<file path="src/rtl/tw_pkg.sv">
package tw_pkg;

    typedef enum logic [1:0] {
        PH_IDLE  = 2'd0,
        PH_FIRST = 2'd1,
        PH_DATA  = 2'd2,
        PH_DONE  = 2'd3
    } tw_phase_e;

    typedef struct packed {
        tw_phase_e phase;
        logic      dir_wr;
        logic      retry;
        logic      disc;
    } tw_ctrl_s;

endpackage

</file>
<file path="src/rtl/tw_down_timer.sv">
module tw_down_timer #(
    parameter int W = 8
) (
    input  logic         clk,
    input  logic         rst,
    input  logic         clear,
    input  logic         load,
    input  logic         run,
    input  logic [W-1:0] limit,
    output logic         expired
);

    typedef struct packed {
        logic [W-1:0] cnt;
    } tmr_s;

    tmr_s st_d, st_q;

    always_comb begin
        st_d = st_q;
        if (load) begin
            st_d.cnt = limit;
        end else if (clear) begin
            st_d.cnt = '0;
        end else if (run && (st_q.cnt != '0)) begin
            st_d.cnt = st_q.cnt - 1'b1;
        end
        expired = run && !load && (st_q.cnt == '0);
    end

    always_ff @(posedge clk) begin
        if (rst) begin
            st_q <= '0;
        end else begin
            st_q <= st_d;
        end
    end

endmodule

</file>
<file path="src/rtl/tw_phase_ctrl.sv">
module tw_phase_ctrl
    import tw_pkg::*;
(
    input  logic clk,
    input  logic rst,
    input  logic start,
    input  logic stop,
    input  logic is_write,
    input  logic rd_ready,
    input  logic wr_space,
    input  logic beat,
    input  logic retry_exp,
    input  logic disc_exp,
    output logic retry_load,
    output logic retry_run,
    output logic retry_clear,
    output logic disc_load,
    output logic disc_run,
    output logic disc_clear,
    output logic retry_pulse,
    output logic disc_pulse
);

    tw_ctrl_s st_d, st_q;
    logic     dir_rdy;
    logic     live;

    always_comb begin
        dir_rdy     = st_q.dir_wr ? wr_space : rd_ready;
        live        = !start && !stop;

        retry_load  = start;
        retry_run   = live && (st_q.phase == PH_FIRST) && !dir_rdy;
        disc_load   = live && (((st_q.phase == PH_FIRST) && dir_rdy) ||
                               ((st_q.phase == PH_DATA)  && beat));
        disc_run    = live && (st_q.phase == PH_DATA) && !beat;
        retry_clear = stop || (live && (st_q.phase == PH_FIRST) && dir_rdy);
        disc_clear  = stop || start;

        st_d        = st_q;
        st_d.retry  = 1'b0;
        st_d.disc   = 1'b0;
        if (start) begin
            st_d.phase  = PH_FIRST;
            st_d.dir_wr = is_write;
        end else if (stop) begin
            st_d.phase  = PH_IDLE;
        end else begin
            unique case (st_q.phase)
                PH_FIRST: begin
                    if (dir_rdy) begin
                        st_d.phase = PH_DATA;
                    end else if (retry_exp) begin
                        st_d.phase = PH_DONE;
                        st_d.retry = 1'b1;
                    end
                end
                PH_DATA: begin
                    if (!beat && disc_exp) begin
                        st_d.phase = PH_DONE;
                        st_d.disc  = 1'b1;
                    end
                end
                default: begin
                    st_d.phase = st_q.phase;
                end
            endcase
        end

        retry_pulse = st_q.retry;
        disc_pulse  = st_q.disc;
    end

    always_ff @(posedge clk) begin
        if (rst) begin
            st_q <= '{phase: PH_IDLE, dir_wr: 1'b0, retry: 1'b0, disc: 1'b0};
        end else begin
            st_q <= st_d;
        end
    end

endmodule

</file>
<file path="src/rtl/tgt_wait_timer.sv">
module tgt_wait_timer #(
    parameter int LIM_W = 8
) (
    input  logic             clk,
    input  logic             rst,
    input  logic             txn_start,
    input  logic             txn_end,
    input  logic             is_write,
    input  logic             rd_data_ready,
    input  logic             wr_space_avail,
    input  logic             beat_xfer,
    input  logic [LIM_W-1:0] retry_limit,
    input  logic [LIM_W-1:0] disc_limit,
    output logic             retry_req,
    output logic             disconnect_req
);

    logic retry_load, retry_run, retry_clear, retry_exp;
    logic disc_load, disc_run, disc_clear, disc_exp;

    tw_phase_ctrl u_ctrl (
        .clk         (clk),
        .rst         (rst),
        .start       (txn_start),
        .stop        (txn_end),
        .is_write    (is_write),
        .rd_ready    (rd_data_ready),
        .wr_space    (wr_space_avail),
        .beat        (beat_xfer),
        .retry_exp   (retry_exp),
        .disc_exp    (disc_exp),
        .retry_load  (retry_load),
        .retry_run   (retry_run),
        .retry_clear (retry_clear),
        .disc_load   (disc_load),
        .disc_run    (disc_run),
        .disc_clear  (disc_clear),
        .retry_pulse (retry_req),
        .disc_pulse  (disconnect_req)
    );

    tw_down_timer #(.W(LIM_W)) u_retry_tmr (
        .clk     (clk),
        .rst     (rst),
        .clear   (retry_clear),
        .load    (retry_load),
        .run     (retry_run),
        .limit   (retry_limit),
        .expired (retry_exp)
    );

    tw_down_timer #(.W(LIM_W)) u_disc_tmr (
        .clk     (clk),
        .rst     (rst),
        .clear   (disc_clear),
        .load    (disc_load),
        .run     (disc_run),
        .limit   (disc_limit),
        .expired (disc_exp)
    );

endmodule

</file>
<file path="config.mk">
export PLATFORM = sky130hd
export DESIGN_NAME = tgt_wait_timer
export DESIGN_NICKNAME = d
export VERILOG_FILES = /design/src/rtl/tw_pkg.sv /design/src/rtl/tw_down_timer.sv /design/src/rtl/tw_phase_ctrl.sv /design/src/rtl/tgt_wait_timer.sv
export SDC_FILE = /design/constraint.sdc
export NUM_CORES = 1
export LEC_CHECK = 0
export ABC_AREA = 1
export BUFFER_PORTS_ARGS = -buffer_cell sky130_fd_sc_hd__clkbuf_2
export CAP_MARGIN = 20
export CORE_MARGIN = 2
export CORE_UTILIZATION = 54
export CTS_CLUSTER_SIZE = 10
export DETAILED_ROUTE_END_ITERATION = 10
export PLACE_DENSITY_LB_ADDON = 0.12
export SYNTH_ARGS = -nofsm -noshare
export SYNTH_HDL_FRONTEND = slang
export SYNTH_SLANG_ARGS = --single-unit
</file>
<file path="constraint.sdc">
create_clock -name clk -period 1.6 [get_ports clk]
set_input_delay 0.4 -clock clk [delete_from_list [all_inputs] [get_ports clk]]
set_output_delay 0.4 -clock clk [all_outputs]
set_load 0.01 [all_outputs]
</file>
==> impl_results.md <==
- WL final: approximately 3200 um
- Syn. warnings: 0
- Average cell area after synthesis: 6.95 um2
- Buf/Inv on CP: 2
- Fin nets: 262
- TritonCTS Buffers: 3
- Sw frac: 0.348
- Largest net degree at the start of global routing: 14
- Share of synthesized cell area in full adder, half adder and majority cells: 0.0366
- Highest Clock Rate: 0.655 GHz
- CTS tree: built
- Syn nets: 225
- Starting Density: 0.563
- Post-route insts no fill: around 260
- Crit path max-delay family: simple AND/OR/NAND/NOR gates
- P&R area growth vs syn: 22.4%
- Distinct cells, synth: 31
- DP Cell Count: 252
- Crit Path Category: flip-flop to flip-flop
- Post-Syn Instances: around 200
- Main combinational cell family by area after synthesis: simple AND/OR/NAND/NOR gates
- Cell Pwr Density: 783 nW/um2
- Placer Congestion: 0.831
- CTS Buffer Depth: 2
- Crit path max-delay cell type: dfxtp_1
- Max incr delay on CP: 0.32 ns
- Gate power share: 0.345
- Most frequent cells in the layout: nand2_1 (35), clkbuf_2 (25), inv_1 (22), dfxtp_1 (20), nor2_1 (18)
- Synth Area in Compound Gates: 0.191
- Worst hold slack: 0.309 ns
- Crit-path cells: inv_1 > ha_4 > nand4_4 > nor2_4 > buf_4 > nand3_1 > nand2_1 > nand3_1 > a21oi_1
- Final antenna-violating net count: 0
- Total grt overflow: 0
- Clk pwr share: 0.200
- DR vias: 1372
- Wire length per cell: 12.2 um
- Clk sinks: 21
- DRC: 0
- Hold Violations, Final: 0
- Number of global-route vias before repair: 1300
- Drt pass-1 iters: 4
- Fillcell total: 216
- Fraction of the mapped netlist area in simple logic gates: 0.311
- Leak pwr: 0.736 nW
- Diodes inserted: 0
- CP most frequent cell: nand3_1
- Mapped Area: 1370 um2
- Max Cap Violations: 0
- #FFs+latches synth: 21
- Clk pin slew, worst setup/hold paths: 0.12 ns
- Initial antenna violation count: 0
- Levels on crit path: 9
- Length in cells of the worst reg-to-reg path: 9
- I/O pin cnt: 26
- Drt initial violations: 16
- Hold buffer count at cts: 0
- Die H: ~54 um
- H-tree Lvls: 1
- Worst ir drop on vdd: 0.511 mV
- HP Class: primary input to flip-flop
- Post-layout min period: 1.53 ns
- Area of the core: about 2400 um2
- Crit path max fanout: 4
- # rows: 18
- PortBufs: 25
- First-pass GRT wire length: 5200 um
- CP startpoint: u_retry_tmr.st_q[1]$_SDFFE_PP0P_
- Period utilization: 0.954
- Slew HR: 0.734
- Worst Skew: roughly 0.007 ns
- Sequential area share after synthesis: 0.307
- Clk_lat worst skew: 0.30 ns
- Via density: 5.22
- Clock Tree Root: clkbuf_4
- Critical path arrival: roughly 1.8 ns
- Slew @ Worst Pin: approximately 0.40 ns
- Worst setup endpoint: u_ctrl.st_q[4]$_SDFFE_PP0P_
- Net switching power figure: roughly 0.46 mW
- Die Span X: 54.3 um
- Crit path launch type: flip-flop
- Share of cells above drive strength 1: 0.279
- Flop pwr share: 0.456
- Reg-to-reg setup timing slack: 0.07 ns
- Commonest non-fill, non-tap cell in the layout: nand2_1
- Die area: between 2000 and 3000 um2
- Reg-to-reg endpoint: u_ctrl.st_q[4]$_SDFFE_PP0P_
- Status: finished, final reports clean
- Reg-to-reg startpoint: u_retry_tmr.st_q[1]$_SDFFE_PP0P_
- Multiplexer share of the synthesized area: 0
- Max-slew violation count: 0
- All-Layer GR Usage: 0.237
- Pint: between 0.8 and 0.9 mW
- Synth Area in XOR/XNOR: 0.0640
- DP Wirelength: 2350 um
- Worst Path Required: 1.84 ns
- Final Setup Violations: 0
- CP endpoint kind: flip-flop
[repair_timing]
item                       CTS  global route
setup buffers                0             6
resized for setup            0            15
setup endpoints to repair    0            16
[worst min path at each step]
stage | startpoint | end | cells past startpoint
6_report | disc_limit[2] | u_disc_tmr.st_q[2]$_SDFFE_PP0P_ | 3
5_1_grt | disc_limit[2] | u_disc_tmr.st_q[2]$_SDFFE_PP0P_ | 3
4_1_cts | disc_limit[2] | u_disc_tmr.st_q[2]$_SDFFE_PP0P_ | 3
3_5_place_dp | u_retry_tmr.st_q[7]$_SDFFE_PP0P_ | u_retry_tmr.st_q[7]$_SDFFE_PP0P_ | 2
3_3_place_gp | u_retry_tmr.st_q[7]$_SDFFE_PP0P_ | u_retry_tmr.st_q[7]$_SDFFE_PP0P_ | 2
2_1_floorplan | u_retry_tmr.st_q[7]$_SDFFE_PP0P_ | u_retry_tmr.st_q[7]$_SDFFE_PP0P_ | 2
[sequential cells by signal, indices dropped and copies added (netlist names)]
name and count:
u_disc_tmr.st_q 8, u_retry_tmr.st_q 8, u_ctrl.st_q 3, u_ctrl.disc_pulse 1
u_ctrl.retry_pulse 1
[kinds of logic after synthesis]
kind of cell / count (synthesis)
adders and majority gates: 4
DFF: 21
buffers and inverters: 31
and+or+nand+nor: 84
AOI/OAI and AO/OA: 47
xor gates and xnor gates: 10
[power groups by stage]
stage	clock network (mW)	registers [mW]	logic, mW
global route	0.286	0.603	0.504
global placement	0	0.605	0.375
CTS	0.274	0.596	0.393
floorplan	0	0.600	0.293
finish	0.262	0.598	0.452
detailed placement	0	0.607	0.391
[through the flow]
step	power [mW]	instance area (um2)	worst slack, ns	setup TNS, ns	utilization
4_1_cts	1.26	1570	0.0342	0	0.647
2_1_floorplan	0.893	1370	0.222	0	-
3_3_place_gp	0.980	1550	0.109	0	0.636
5_1_grt	1.39	1680	-0.0151	-0.0287	0.689
3_5_place_dp	0.998	1550	0.0372	0	0.636
6_report	1.31	1680	0.0737	0	0.689
[synthesized netlist by cell type]
master	n	area (um2)
a31oi_1	3	18.8
clkbuf_1	2	7.51
o21ai_0	15	75.1
nor2_1	18	67.6
nand2_4	2	22.5
nor2_2	4	25.0
nor2_8	1	20.0
a21oi_1	16	80.1
nor3_1	2	10.0
xor2_1	7	61.3
a21boi_0	1	7.51
clkinv_1	1	3.75
ha_1	4	50.1
inv_1	25	93.8
nand4_2	1	12.5
o21ai_1	8	40.0
nor4_1	1	6.26
nand3_1	10	50.1
nand3b_1	1	7.51
inv_2	2	7.51
buf_6	1	11.3
dfxtp_1	21	420
nand2_1	36	135
a22oi_1	2	15.0
xnor2_1	3	26.3
nand3_2	1	10.0
nand4_1	2	12.5
o21ai_2	1	8.76
o21ai_4	1	16.3
nor2_4	3	33.8
nand2_2	2	12.5
[metal layers]
layer	up-vias	track usage	part of all wire
li1	717	-	-
met1	618	0.268	0.44
met3	4	0.0273	0.034
met4	0	0.0833	0.011
met2	33	0.452	0.52
met5	-	0	0
[worst register-to-register path: stages, from the launching register on]
cell,delay [ns]
dfxtp_1,0.32
inv_1,0.13
ha_4,0.18
nand4_4,0.14
nor2_4,0.22
buf_4,0.14
nand3_1,0.07
nand2_1,0.09
nand3_1,0.06
a21oi_1,0.13
[area by class of cell]
class                      instances  area [um2]  share of cell area
sequential                        21         422               0.252
inverter                          28         108              0.0642
multi-input combinational        146         877               0.524
clock buffer                       4        26.3              0.0157
timing repair buffer              34         205               0.122
tap                               30        37.5              0.0224
Power figures use the tool's default switching activity.
